File: src/rtl/dcc_cal_pkg.sv
package dcc_cal_pkg;

   typedef enum logic [2:0] {
      ST_IDLE    = 3'd0,
      ST_POL_HI  = 3'd1,
      ST_POL_LO  = 3'd2,
      ST_WINDOW  = 3'd3,
      ST_CMP_HI  = 3'd4,
      ST_CMP_LO  = 3'd5,
      ST_HOLD    = 3'd6
   } cal_state_t;

   function automatic logic phase_is_low(cal_state_t s);
      return (s == ST_POL_LO) || (s == ST_CMP_LO);
   endfunction

endpackage

File: src/rtl/dcc_ones_count.sv
module dcc_ones_count #(
   parameter int TAPS  = 20,
   parameter int CNT_W = $clog2(TAPS + 1)
) (
   input  logic [TAPS-1:0]  word_i,
   output logic [CNT_W-1:0] count_o
);

   localparam int HALF = TAPS / 2;

   generate
      if (TAPS > 8) begin : g_split
         logic [CNT_W-1:0] lo_sum, hi_sum;
         always_comb begin
            lo_sum = '0;
            for (int i = 0; i < HALF; i++)
               lo_sum = lo_sum + CNT_W'(word_i[i]);
         end
         always_comb begin
            hi_sum = '0;
            for (int i = HALF; i < TAPS; i++)
               hi_sum = hi_sum + CNT_W'(word_i[i]);
         end
         assign count_o = lo_sum + hi_sum;
      end else begin : g_chain
         always_comb begin
            count_o = '0;
            for (int i = 0; i < TAPS; i++)
               count_o = count_o + CNT_W'(word_i[i]);
         end
      end
   endgenerate

endmodule

File: src/rtl/dcc_width_cmp.sv
module dcc_width_cmp #(
   parameter int W   = 5,
   parameter int TOL = 0
) (
   input  logic [W-1:0] hi_i,
   input  logic [W-1:0] lo_i,
   output logic         hi_longer_o,
   output logic         settled_o
);

   localparam int XW = W + 2;
   localparam logic [XW-1:0] TOL_X = XW'(TOL);

   logic [XW-1:0] hi_x, lo_x;

   always_comb begin
      hi_x        = XW'(hi_i) + TOL_X;
      lo_x        = XW'(lo_i);
      hi_longer_o = hi_i > lo_i;
      settled_o   = hi_x >= lo_x;
   end

endmodule

File: src/rtl/dcc_sat_counter.sv
module dcc_sat_counter #(
   parameter int W = 5
) (
   input  logic         clk,
   input  logic         rst_n,
   input  logic         clr_i,
   input  logic         inc_i,
   output logic [W-1:0] q_o,
   output logic         at_max_o
);

   localparam logic [W-1:0] TOP = {W{1'b1}};

   assign at_max_o = (q_o == TOP);

   always_ff @(posedge clk or negedge rst_n) begin
      if (!rst_n)
         q_o <= '0;
      else if (clr_i)
         q_o <= '0;
      else if (inc_i && !at_max_o)
         q_o <= q_o + W'(1);
   end

endmodule

File: src/rtl/dcc_cal_ctrl.sv
module dcc_cal_ctrl
   import dcc_cal_pkg::*;
#(
   parameter int TAPS     = 20,
   parameter int PRE_W    = 5,
   parameter int COARSE_W = 3,
   parameter int FINE_W   = 4,
   parameter int TOL      = 0
) (
   input  logic                clk,
   input  logic                rst_n,
   input  logic                start_i,
   input  logic [TAPS-1:0]     tdc_word_i,
   input  logic                tdc_valid_i,
   input  logic                win_ok_i,
   output logic                pol_inv_o,
   output logic [PRE_W-1:0]    pre_dly_o,
   output logic                meas_low_o,
   output logic [COARSE_W-1:0] coarse_o,
   output logic [FINE_W-1:0]   fine_o,
   output logic                done_o,
   output logic                err_o
);

   localparam int CNT_W  = $clog2(TAPS + 1);
   localparam int CODE_W = COARSE_W + FINE_W;

   generate
      if (TAPS < 2) begin : g_bad_taps
         $error("dcc_cal_ctrl: TAPS must be at least 2");
      end
      if (TOL < 0 || TOL >= TAPS) begin : g_bad_tol
         $error("dcc_cal_ctrl: TOL must lie in 0..TAPS-1");
      end
      if (PRE_W < 1 || COARSE_W < 1 || FINE_W < 1) begin : g_bad_w
         $error("dcc_cal_ctrl: code widths must be positive");
      end
   endgenerate

   cal_state_t       state_q, state_d;
   logic [CNT_W-1:0] hi_cnt_q, hi_cnt_d;
   logic [CNT_W-1:0] word_cnt;
   logic             pol_q, pol_d;
   logic             done_q, done_d;
   logic             err_q, err_d;
   logic             pre_inc, code_inc;
   logic             pre_max, code_max;
   logic             hi_longer, settled;
   logic [CODE_W-1:0] code;

   dcc_ones_count #(.TAPS(TAPS), .CNT_W(CNT_W)) u_count (
      .word_i  (tdc_word_i),
      .count_o (word_cnt)
   );

   dcc_width_cmp #(.W(CNT_W), .TOL(TOL)) u_cmp (
      .hi_i        (hi_cnt_q),
      .lo_i        (word_cnt),
      .hi_longer_o (hi_longer),
      .settled_o   (settled)
   );

   dcc_sat_counter #(.W(PRE_W)) u_pre (
      .clk      (clk),
      .rst_n    (rst_n),
      .clr_i    (start_i),
      .inc_i    (pre_inc),
      .q_o      (pre_dly_o),
      .at_max_o (pre_max)
   );

   dcc_sat_counter #(.W(CODE_W)) u_code (
      .clk      (clk),
      .rst_n    (rst_n),
      .clr_i    (start_i),
      .inc_i    (code_inc),
      .q_o      (code),
      .at_max_o (code_max)
   );

   always_comb begin
      state_d  = state_q;
      hi_cnt_d = hi_cnt_q;
      pol_d    = pol_q;
      done_d   = done_q;
      err_d    = err_q;
      pre_inc  = 1'b0;
      code_inc = 1'b0;
      if (start_i) begin
         state_d  = ST_POL_HI;
         hi_cnt_d = '0;
         pol_d    = 1'b0;
         done_d   = 1'b0;
         err_d    = 1'b0;
      end else if (tdc_valid_i) begin
         unique case (state_q)
            ST_POL_HI: begin
               hi_cnt_d = word_cnt;
               state_d  = ST_POL_LO;
            end
            ST_POL_LO: begin
               pol_d   = hi_longer;
               state_d = ST_WINDOW;
            end
            ST_WINDOW: begin
               if (win_ok_i)
                  state_d = ST_CMP_HI;
               else if (pre_max) begin
                  err_d   = 1'b1;
                  state_d = ST_HOLD;
               end else
                  pre_inc = 1'b1;
            end
            ST_CMP_HI: begin
               hi_cnt_d = word_cnt;
               state_d  = ST_CMP_LO;
            end
            ST_CMP_LO: begin
               if (settled) begin
                  done_d  = 1'b1;
                  state_d = ST_HOLD;
               end else if (code_max) begin
                  err_d   = 1'b1;
                  state_d = ST_HOLD;
               end else begin
                  code_inc = 1'b1;
                  state_d  = ST_CMP_HI;
               end
            end
            default: ;
         endcase
      end
   end

   always_ff @(posedge clk or negedge rst_n) begin
      if (!rst_n) begin
         state_q  <= ST_IDLE;
         hi_cnt_q <= '0;
         pol_q    <= 1'b0;
         done_q   <= 1'b0;
         err_q    <= 1'b0;
      end else begin
         state_q  <= state_d;
         hi_cnt_q <= hi_cnt_d;
         pol_q    <= pol_d;
         done_q   <= done_d;
         err_q    <= err_d;
      end
   end

   assign pol_inv_o  = pol_q;
   assign meas_low_o = phase_is_low(state_q);
   assign coarse_o   = code[CODE_W-1:FINE_W];
   assign fine_o     = code[FINE_W-1:0];
   assign done_o     = done_q;
   assign err_o      = err_q;

endmodule

File: config.mk
export PLATFORM = sky130hd
export DESIGN_NAME = dcc_cal_ctrl
export DESIGN_NICKNAME = d
export VERILOG_FILES = /design/src/rtl/dcc_cal_pkg.sv /design/src/rtl/dcc_ones_count.sv /design/src/rtl/dcc_width_cmp.sv /design/src/rtl/dcc_sat_counter.sv /design/src/rtl/dcc_cal_ctrl.sv
export SDC_FILE = /design/constraint.sdc
export NUM_CORES = 1
export LEC_CHECK = 0
export BUFFER_PORTS_ARGS = -buffer_cell sky130_fd_sc_hd__buf_4
export CAP_MARGIN = 40
export CORE_ASPECT_RATIO = 0.9
export CORE_MARGIN = 8
export CORE_UTILIZATION = 54
export DETAILED_ROUTE_END_ITERATION = 16
export PLACE_DENSITY_LB_ADDON = 0.15
export RECOVER_POWER = 25
export SYNTH_ARGS = -nofsm -noshare
export SYNTH_HDL_FRONTEND = slang
export SYNTH_HIERARCHICAL = 1
export SYNTH_SLANG_ARGS = --single-unit
export TNS_END_PERCENT = 20
File: constraint.sdc
create_clock -name clk -period 3.1 [get_ports clk]
set_clock_uncertainty 0.15 [all_clocks]
set_input_delay 0.62 -clock clk [delete_from_list [all_inputs] [get_ports clk]]
set_output_delay 0.62 -clock clk [all_outputs]
set_load 0.005 [all_outputs]
### After elaboration in Yosys (flattened, before gate mapping)

Index checks and enable logic that the tools add are counted.

* register bits: 23

* add/subtract/negate cells: 21
* order comparisons: 2
* eq/ne operators: 12
* multiplexer cells: 38
* reductions and logical operators: 20

Operators with widths (count)
* $add A5 B1 Y5: 16
* $mux W5: 5
* $mux W1: 23
* $pmux W3 S5: 1
* $mux W7: 2
* $reduce_bool A2 Y1: 7
* $mux W3: 4
* $add A7 B1 Y7 const B: 1
* $eq A7 B7 Y1 const B: 1
* $eq A3 B2 Y1 const B: 2
* $eq A3 B3 Y1 const B: 2
* $ne A3 B2 Y1 const B: 2
* $ne A3 B3 Y1 const B: 2
* $reduce_and A3 Y1: 2
* $reduce_and A6 Y1: 1
* $reduce_bool A6 Y1: 1
* $add A5 B1 Y5 const B: 1
* $add A5 B5 Y5: 1
* $eq A5 B5 Y1 const B: 1
* $ge A5 B5 Y1: 1
* $gt A5 B5 Y1: 1
* $add A1 B1 Y2: 2
* $mux W2: 2
* $ne A4 B3 Y1 const B: 1
* 8 further kinds: 11

### Depth between registers and ports, before layout

Gate-level depths: netlist of run 1.

* word-level depth: 18
* gate-level depth with buffers: 23

### By module

The synthesis of run 1 kept the hierarchy.

Modules (own cells, without submodules)
* dcc_cal_ctrl: instances 1, cells each 64, area an instance 651.9 µm²
* dcc_ones_count: instances 1, cells each 52, area an instance 508.0 µm²
* dcc_sat_counter at u_code: instances 1, cells each 38, area an instance 382.9 µm²
* dcc_sat_counter at u_pre: instances 1, cells each 23, area an instance 249.0 µm²
* dcc_width_cmp: instances 1, cells each 20, area an instance 137.6 µm²

### Least setup slack after synthesis of run 1

OpenSTA, ideal clock, no wires.

* path kind: input -> register
* start point: input port tdc_word_i[0]
* end point: register u_code.q_o[0]
* library setup time: 0.125 ns
* arrival time: 6.196 ns
* required time: 2.825 ns
* slack: -3.372 ns
* cell stages on the path: 22
* buffers on the path: 0
* path through: fa_1 inv_1 fa_1 fa_1 fa_1 fa_1 inv_1 ha_1 inv_1 fa_1 inv_1 a21oi_1 o21bai_1 inv_1 ha_1 a21oi_1 o21ai_1 a21o_2 or3b_1 nor4_1 a21boi_2 mux2_4

* cells in the longest elaborated chain, start to end: 17

Ends and longest elaborated chain
* start: declaration: RTL line dcc_cal_ctrl.sv:13 `input logic [TAPS-1:0] tdc_word_i,`
* $add A1 B1 Y2: RTL line dcc_ones_count.sv:17 `lo_sum = lo_sum + CNT_W'(word_i[i]);`
* $add A5 B1 Y5 (8 in series): RTL line dcc_ones_count.sv:17
* $add A5 B5 Y5: RTL line dcc_ones_count.sv:24 `assign count_o = lo_sum + hi_sum;`
* via word_cnt[4]: RTL line dcc_cal_ctrl.sv:42 `logic [CNT_W-1:0] word_cnt;`
* $ge A5 B5 Y1: RTL line dcc_width_cmp.sv:20 `settled_o = hi_x >= lo_x;`
* via settled: RTL line dcc_cal_ctrl.sv:48 `logic hi_longer, settled;`
* $mux W1: RTL line dcc_cal_ctrl.sv:119 `if (settled) begin`
* $mux W1: RTL line dcc_cal_ctrl.sv:96 `unique case (state_q)`
* $mux W1: RTL line dcc_cal_ctrl.sv:95 `end else if (tdc_valid_i) begin`
* $mux W1: RTL line dcc_cal_ctrl.sv:89 `if (start_i) begin`
* via code_inc: RTL line dcc_cal_ctrl.sv:46 `logic pre_inc, code_inc;`
* $logic_and A1 B1 Y1: RTL line dcc_sat_counter.sv:21 `else if (inc_i && !at_max_o)`
* $reduce_bool A2 Y1 (no source line)
* end signal: assignment: RTL line dcc_sat_counter.sv:22 `q_o <= q_o + W'(1);`
* end: declaration: RTL line dcc_sat_counter.sv:8 `output logic [W-1:0] q_o,`

The timed path passes the listed nets, and every way through them passes these cells.
A chain may end at the register's enable or synchronous reset.

### Worst setup path in the final report of run 1

* start point: input port tdc_word_i[0]
* end point: register u_code.q_o[3]

The elaborated chain is that of the path after synthesis.

==> metrics, run 1 <==
outcome=finished with violations; failing checks=negative setup slack; Most used DFF post-synth=dfrtp_1; FFs w/ async S/R, synth=1.00; crit end category=flop; GRT Util Overall=0.166; RD Place Congestion=0.892; number of synthesized flops with an enable pin=0; Arrival @ worst endpoint=6.16 ns; via count of the routed design=1618; reg2reg end=u_code/q_o[3]; TritonRoute pass-1 iters=4; CP Max Fanout=3; Placed Cells=285; Post-Synth Adder-Cell Area=0.243; slowest CP cell=fa_1; fin crit share=1.99; simple-gate area share of the yosys netlist=0.176; max-slew violations=0; final setup fails=16; Synth Net Count=251; Synth Area per Inst=9.79 sq um; Cell Area, Synth=1930 sq um; Clk pin slew, worst setup/hold paths=0.09 ns; Layout Nets=306; # Max-Cap Violations=0; Routed wire per std cell=16.4 um; R2R depth=10; Max VDD drop=439 uV; Seq/Total Area, Yosys=0.298; CTS Buffer Depth=2; xor/xnor share of the synthesized area=0.0266; filler cell count=251; grt total ovfl=0; Setup CP Type=in -> reg; pwr/cell area=849 nW/um^2; Yosys cell types=48; Min-Delay Path Depth=2; Post-Syn Instances=197; first-pass GRT wire length=7.76 mm; Initial Utilization=0.567; largest stage delay on the critical path=0.54 ns; FF-to-FF Start=hi_cnt_q[2]; Synth Warn #=6; P_leak=1.28 nW; DR vias/cell=5.48; DR iter-0 viols=108; PnR worst setup slack=-3.06 ns; Final Non-Filler Cells=295; Synth Area in Compound Gates=0.104; hold_sp=err_o; r2r setup slk=0.33 ns; share of layout cells above drive strength 1=0.382; Layout area overhead=32.9%; final WL=4.83 mm; CTS tree=yes; H-Tree Depth=1; Startpoint Class=input port; Worst-Skew Late Latency=0.27 ns; Detail Route Antenna Nets=0; final core occ=0.753; clk sink count=23; RSZ-0062 raised after global routing=yes; Die Y=72.7 um; number of global-route vias before repair=1689; Core ar.=3400 sq um; Slew HR=0.155; IO Pins=41; final hold vios=0; Yosys reg bits=23; fin crit period=6.16 ns; antenna violations before repair=0; antenna cells=0; DR DRC count=0; largest family of logic cells by synthesized area=adder cells; Clock Tree Root=clkbuf_8; I/O Buffers=40; Worst Tran Pin Value=1.27 ns; Critical Path RT=3.10 ns; number of CTS-inserted buffers=3; half-perimeter wire length after placement=3.46 mm; Die Area=5740 sq um; largest net degree at the start of global routing=35; die width=79.0 um; Final Power=0.00218 W; Hold Crit Endpoint=err_o; FP Rows=20; FMAX=0.162 GHz; post-synthesis mux area share=0.0649; Hold WC Path Type=reg -> reg
==> metrics by stage <==
stage	hold WS, ns	worst slack (ns)	area [sq um]	TNS [ns]
after floorplan	0.174	-2.91	1970	-32.87
after detailed placement	0.332	-3.28	2370	-39.45
after global placement	0.323	-3.12	2370	-37.54
after global routing	0.397	-3.31	2560	-38.15
after CTS	0.0891	-2.93	2460	-34.59
final	0.348	-3.06	2560	-35.24
==> synth_stat cells, drive strengths merged, types with 3 or more instances <==
| master | n | share of area |
|---|---|---|
| a211oi | 7 | 0.027 |
| nand2 | 9 | 0.018 |
| mux2i | 11 | 0.057 |
| nand2b | 13 | 0.042 |
| xor2 | 3 | 0.014 |
| and3 | 4 | 0.018 |
| buf | 4 | 0.013 |
| clkbuf | 3 | 0.0065 |
| dfrtp | 23 | 0.30 |
| nand3 | 3 | 0.0078 |
| ha | 15 | 0.097 |
| nor2 | 12 | 0.023 |
| a21oi | 9 | 0.025 |
| fa | 14 | 0.15 |
| inv | 35 | 0.068 |
==> critical path, delay by kind of cell <==
family | cells | cell delay [ns]
adders and majority gates | 8 | 3.15
AOI/OAI and AO/OA | 7 | 0.95
and+or+nand+nor | 3 | 0.79
buffers and inverters | 7 | 0.59
==> power by group <==
group          internal (W)  switching [W]  total, W
clock             0.0000900       0.000102  0.000192
sequential         0.000331      0.0000425  0.000374
combinational      0.000844       0.000766   0.00161
total               0.00126       0.000911   0.00218
==> what timing repair did <==
item                                   in CTS  in global routing
buffers inserted                            3                  3
resized for setup                           6                 21
setup endpoints to repair                  16                 16
hold buffers                                0                  0
endpoints found under the hold margin       0                  0
pin swaps                                   4                  6
==> cell families (layout without fill, tap and decap cells) <==
| kind of cell | after synthesis | in the layout |
|---|---|---|
| flops | 23 | 23 |
| fa+ha+maj | 29 | 29 |
| simple gates | 57 | 57 |
| buf+inv | 42 | 96 |
| compound gates | 29 | 29 |
| mux | 12 | 12 |
| xor+xnor | 5 | 5 |
==> cell type report <==
type                       count  area [sq um]  share of cell area
multi-input combinational    132          1310               0.512
sequential                    23           576               0.224
timing repair buffer          57           443               0.173
inverter                      35           131              0.0512
tap                           44          55.1              0.0215
clock buffer                   3          41.3              0.0161
clock inverter                 1          5.00             0.00195
==> sequential cells by signal (all words and copies together) (netlist names) <==
signal / count
u_pre/q_o: 5
pol_inv_o: 1
err_o: 1
done_o: 1
u_code/q_o: 7
hi_cnt_q: 5
state_q: 3
==> worst max-delay path by stage <==
stage / start / endpoint / depth (start not counted)
finish: tdc_word_i[0] / u_code/q_o[3] / 25
global route: tdc_word_i[15] / u_code/q_o[5] / 24
CTS: tdc_word_i[11] / u_code/q_o[5] / 22
detailed placement: tdc_word_i[0] / u_code/q_o[3] / 22
global placement: tdc_word_i[0] / u_code/q_o[3] / 22
floorplan: tdc_word_i[0] / u_code/q_o[0] / 22
==> layer usage <==
| metal | track usage | routed length [um] | vias up |
|---|---|---|---|
| met1 | 0.207 | 2020 | 818 |
| met5 | 0 | 0 | - |
| li1 | - | - | 761 |
| met2 | 0.292 | 2630 | 33 |
| met3 | 0.0345 | 140 | 6 |
| met4 | 0.0246 | 43 | 0 |
==> cell usage in the layout, fill, tap and decap left out, types with 2 or more instances in the layout <==
| cell type | instances |
|---|---|
| inv_2 | 8 |
| a31oi_1 | 2 |
| fa_2 | 2 |
| and3_4 | 3 |
| ha_1 | 12 |
| fa_1 | 12 |
| buf_4 | 51 |
| inv_1 | 27 |
| buf_6 | 5 |
| dfrtp_1 | 23 |
| mux2i_1 | 11 |
| nand4_1 | 2 |
| clkbuf_8 | 3 |
| nor2_1 | 12 |
| nand3_1 | 3 |
| nand2b_1 | 13 |
| a21oi_1 | 4 |
| a211oi_1 | 5 |
| ha_4 | 3 |
| xnor2_2 | 2 |
| a21oi_2 | 5 |
| xor2_1 | 3 |
| nand2_1 | 9 |
| nor3_1 | 2 |
Note: power is estimated with default switching activity, not from simulation.
==> run 2, diff against run 1 <==
--- a/config.mk
+++ b/config.mk
@@ -5,13 +5,14 @@
 export SDC_FILE = /design/constraint.sdc
 export NUM_CORES = 1
 export LEC_CHECK = 0
+export ABC_CLOCK_PERIOD_IN_PS = 3100
 export BUFFER_PORTS_ARGS = -buffer_cell sky130_fd_sc_hd__buf_4
 export CAP_MARGIN = 40
 export CORE_ASPECT_RATIO = 0.9
 export CORE_MARGIN = 8
 export CORE_UTILIZATION = 54
 export DETAILED_ROUTE_END_ITERATION = 16
-export PLACE_DENSITY_LB_ADDON = 0.15
+export PLACE_DENSITY = 0.79
 export RECOVER_POWER = 25
 export SYNTH_ARGS = -nofsm -noshare
 export SYNTH_HDL_FRONTEND = slang
==> run 2 against run 1 <==
The flow still finishes with violations (negative setup slack). Non-clock buffer count up 3. Sequential share of layout area is 0.055 points lower. Worst setup slack gained 0.19 ns. Critical endpoint is now u_code/q_o[5]. Largest power group unchanged.
==> metrics, run 2 (synthesis gave the netlist of run 1 again) <==
Worst Tran Pin Value=1.30 ns; final hold vios=0; RSZ-0062 raised after global routing=yes; Final Non-Filler Cells=298; RD Place Congestion=0.805; most frequent cells in the layout=buf_4, inv_1, dfrtp_1; Worst path most repeated cell=fa_1; antenna cells=0; Slew HR=0.135; Die Area=5740 sq um; CTS tree=yes; pwr/cell area=812 nW/um^2; IO Pins=41; reg2reg end=u_code/q_o[5]; CTS Buffer Depth=2; Min-Delay Path Depth=2; CP delay by family, top=adder cells; # Max-Cap Violations=0; DR iter-0 viols=116; largest net degree at the start of global routing=35; WP buf/inv=6; I/O Buffers=40; FMAX=0.168 GHz; Initial Utilization=0.567; Layout Nets=309; DR DRC count=0; slowest CP cell=fa_1; Hold WC Path Type=reg -> reg; Detail Route Antenna Nets=0; max reg flops=7; Critical Path RT=3.11 ns; final setup fails=16; share of layout cells above drive strength 1=0.378; Max VDD drop=447 uV; Core ar.=3400 sq um; max-slew violations=0; Setup CP Type=in -> reg; crit path cell chain=buf_6 -> fa_1 -> inv_1 -> fa_1 -> fa_1 -> fa_1 -> fa_1 -> inv_1 -> ha_1 -> a21o_1 -> a21oi_2 -> xor2_1 -> inv_1 -> ha_1 -> nand4_1 -> inv_1 -> a21o_2 -> or3b_4 -> nor4_4 -> nand4_1 -> buf_4 -> o41ai_1; number of global-route vias before repair=1509; final WL=4.25 mm; outcome=finished with violations; biggest regs=u_code/q_o (7), hi_cnt_q (5), u_pre/q_o (5); Hold Crit Endpoint=err_o; Critical Path Source=tdc_word_i[0]; largest stage delay on the critical path=0.54 ns; H-Tree Depth=1; via count of the routed design=1548; fin crit share=1.93; R2R depth=9; antenna violations before repair=0; hold_sp=err_o; die width=79.0 um; Clock Tree Root=clkbuf_8; Layout area overhead=33.2%; FF-to-FF Start=hi_cnt_q[2]; Worst-Skew Late Latency=0.27 ns; fin crit period=5.97 ns; TritonRoute pass-1 iters=4; Clk pin slew, worst setup/hold paths=0.09 ns; most flop-heavy register=u_code/q_o; hold_buf cts=0; DR vias/cell=5.19; filler cell count=250; Placed Cells=286; setup TNS=-33.78 ns; Routed wire per std cell=14.2 um; Arrival @ worst endpoint=5.98 ns; Place WS=-3.20 ns; Die Y=72.7 um; FP Rows=20; PnR worst setup slack=-2.87 ns; number of CTS-inserted buffers=3; CP Max Fanout=3; P_leak=1.30 nW; leading cell type in the layout, fill and taps excluded=buf_4; final core occ=0.755; half-perimeter wire length after placement=3.10 mm; grt total ovfl=0; Startpoint Class=input port; first-pass GRT wire length=7.08 mm; crit end category=flop; r2r setup slk=0.49 ns; clk sink count=23; GRT Util Overall=0.151; failing checks=negative setup slack
-- run 2: area by class of cell --
cell class / instances / area [sq um] / share of cell area
clock inverters: 1 / 5.00 / 0.00195
repair buffers: 60 / 477 / 0.185
inverters: 35 / 131 / 0.0511
multi-input cells: 132 / 1280 / 0.500
well taps: 44 / 55.1 / 0.0214
clock buffers: 3 / 41.3 / 0.0161
flip-flops and latches: 23 / 576 / 0.224
-- run 2: how the worst max path moves through the flow --
stage | end | slack (ns) | cells after the start
6_report | u_code/q_o[5] | -2.87 | 22
3_3_place_gp | u_code/q_o[5] | -3.16 | 24
5_1_grt | u_code/q_o[5] | -3.08 | 22
3_5_place_dp | u_code/q_o[5] | -3.20 | 24
4_1_cts | u_code/q_o[5] | -2.85 | 24
2_1_floorplan | u_code/q_o[0] | -2.91 | 22
-- run 2: layer usage --
metal  GRT usage  vias up  part of all wire
met5           0        -                 0
met4      0.0287        0            0.0054
met3      0.0382        4             0.037
met2       0.242       30              0.50
met1       0.201      746              0.46
li1            -      768                 -
-- run 2: tightest hold or removal path: cells and delay by family, from the launching register on --
family	cells	cell delay [ns]
DFF	1	0.36
AOI/OAI and AO/OA	1	0.06
and+or+nand+nor	1	0.06
-- run 2: stage by stage --
step           instance area (sq um)  hold slack [ns]  power (W)
6_report                        2570            0.354    0.00209
5_1_grt                         2570            0.378    0.00230
4_1_cts                         2540           0.0884    0.00196
3_5_place_dp                    2380            0.340    0.00159
3_3_place_gp                    2380            0.330    0.00157
2_1_floorplan                   1970            0.174    0.00116
-- run 2: power by group --
group | total [W] | internal (W) | switching [W]
combinational | 0.00153 | 0.000848 | 0.000679
clock | 0.000191 | 0.0000899 | 0.000101
sequential | 0.000369 | 0.000331 | 0.0000382
-- run 2: repair_timing --
item                                    CTS  global route
buffers inserted                          8             1
resized for setup                        14            12
endpoints found under the setup margin   16            16
pin swaps                                 3             5
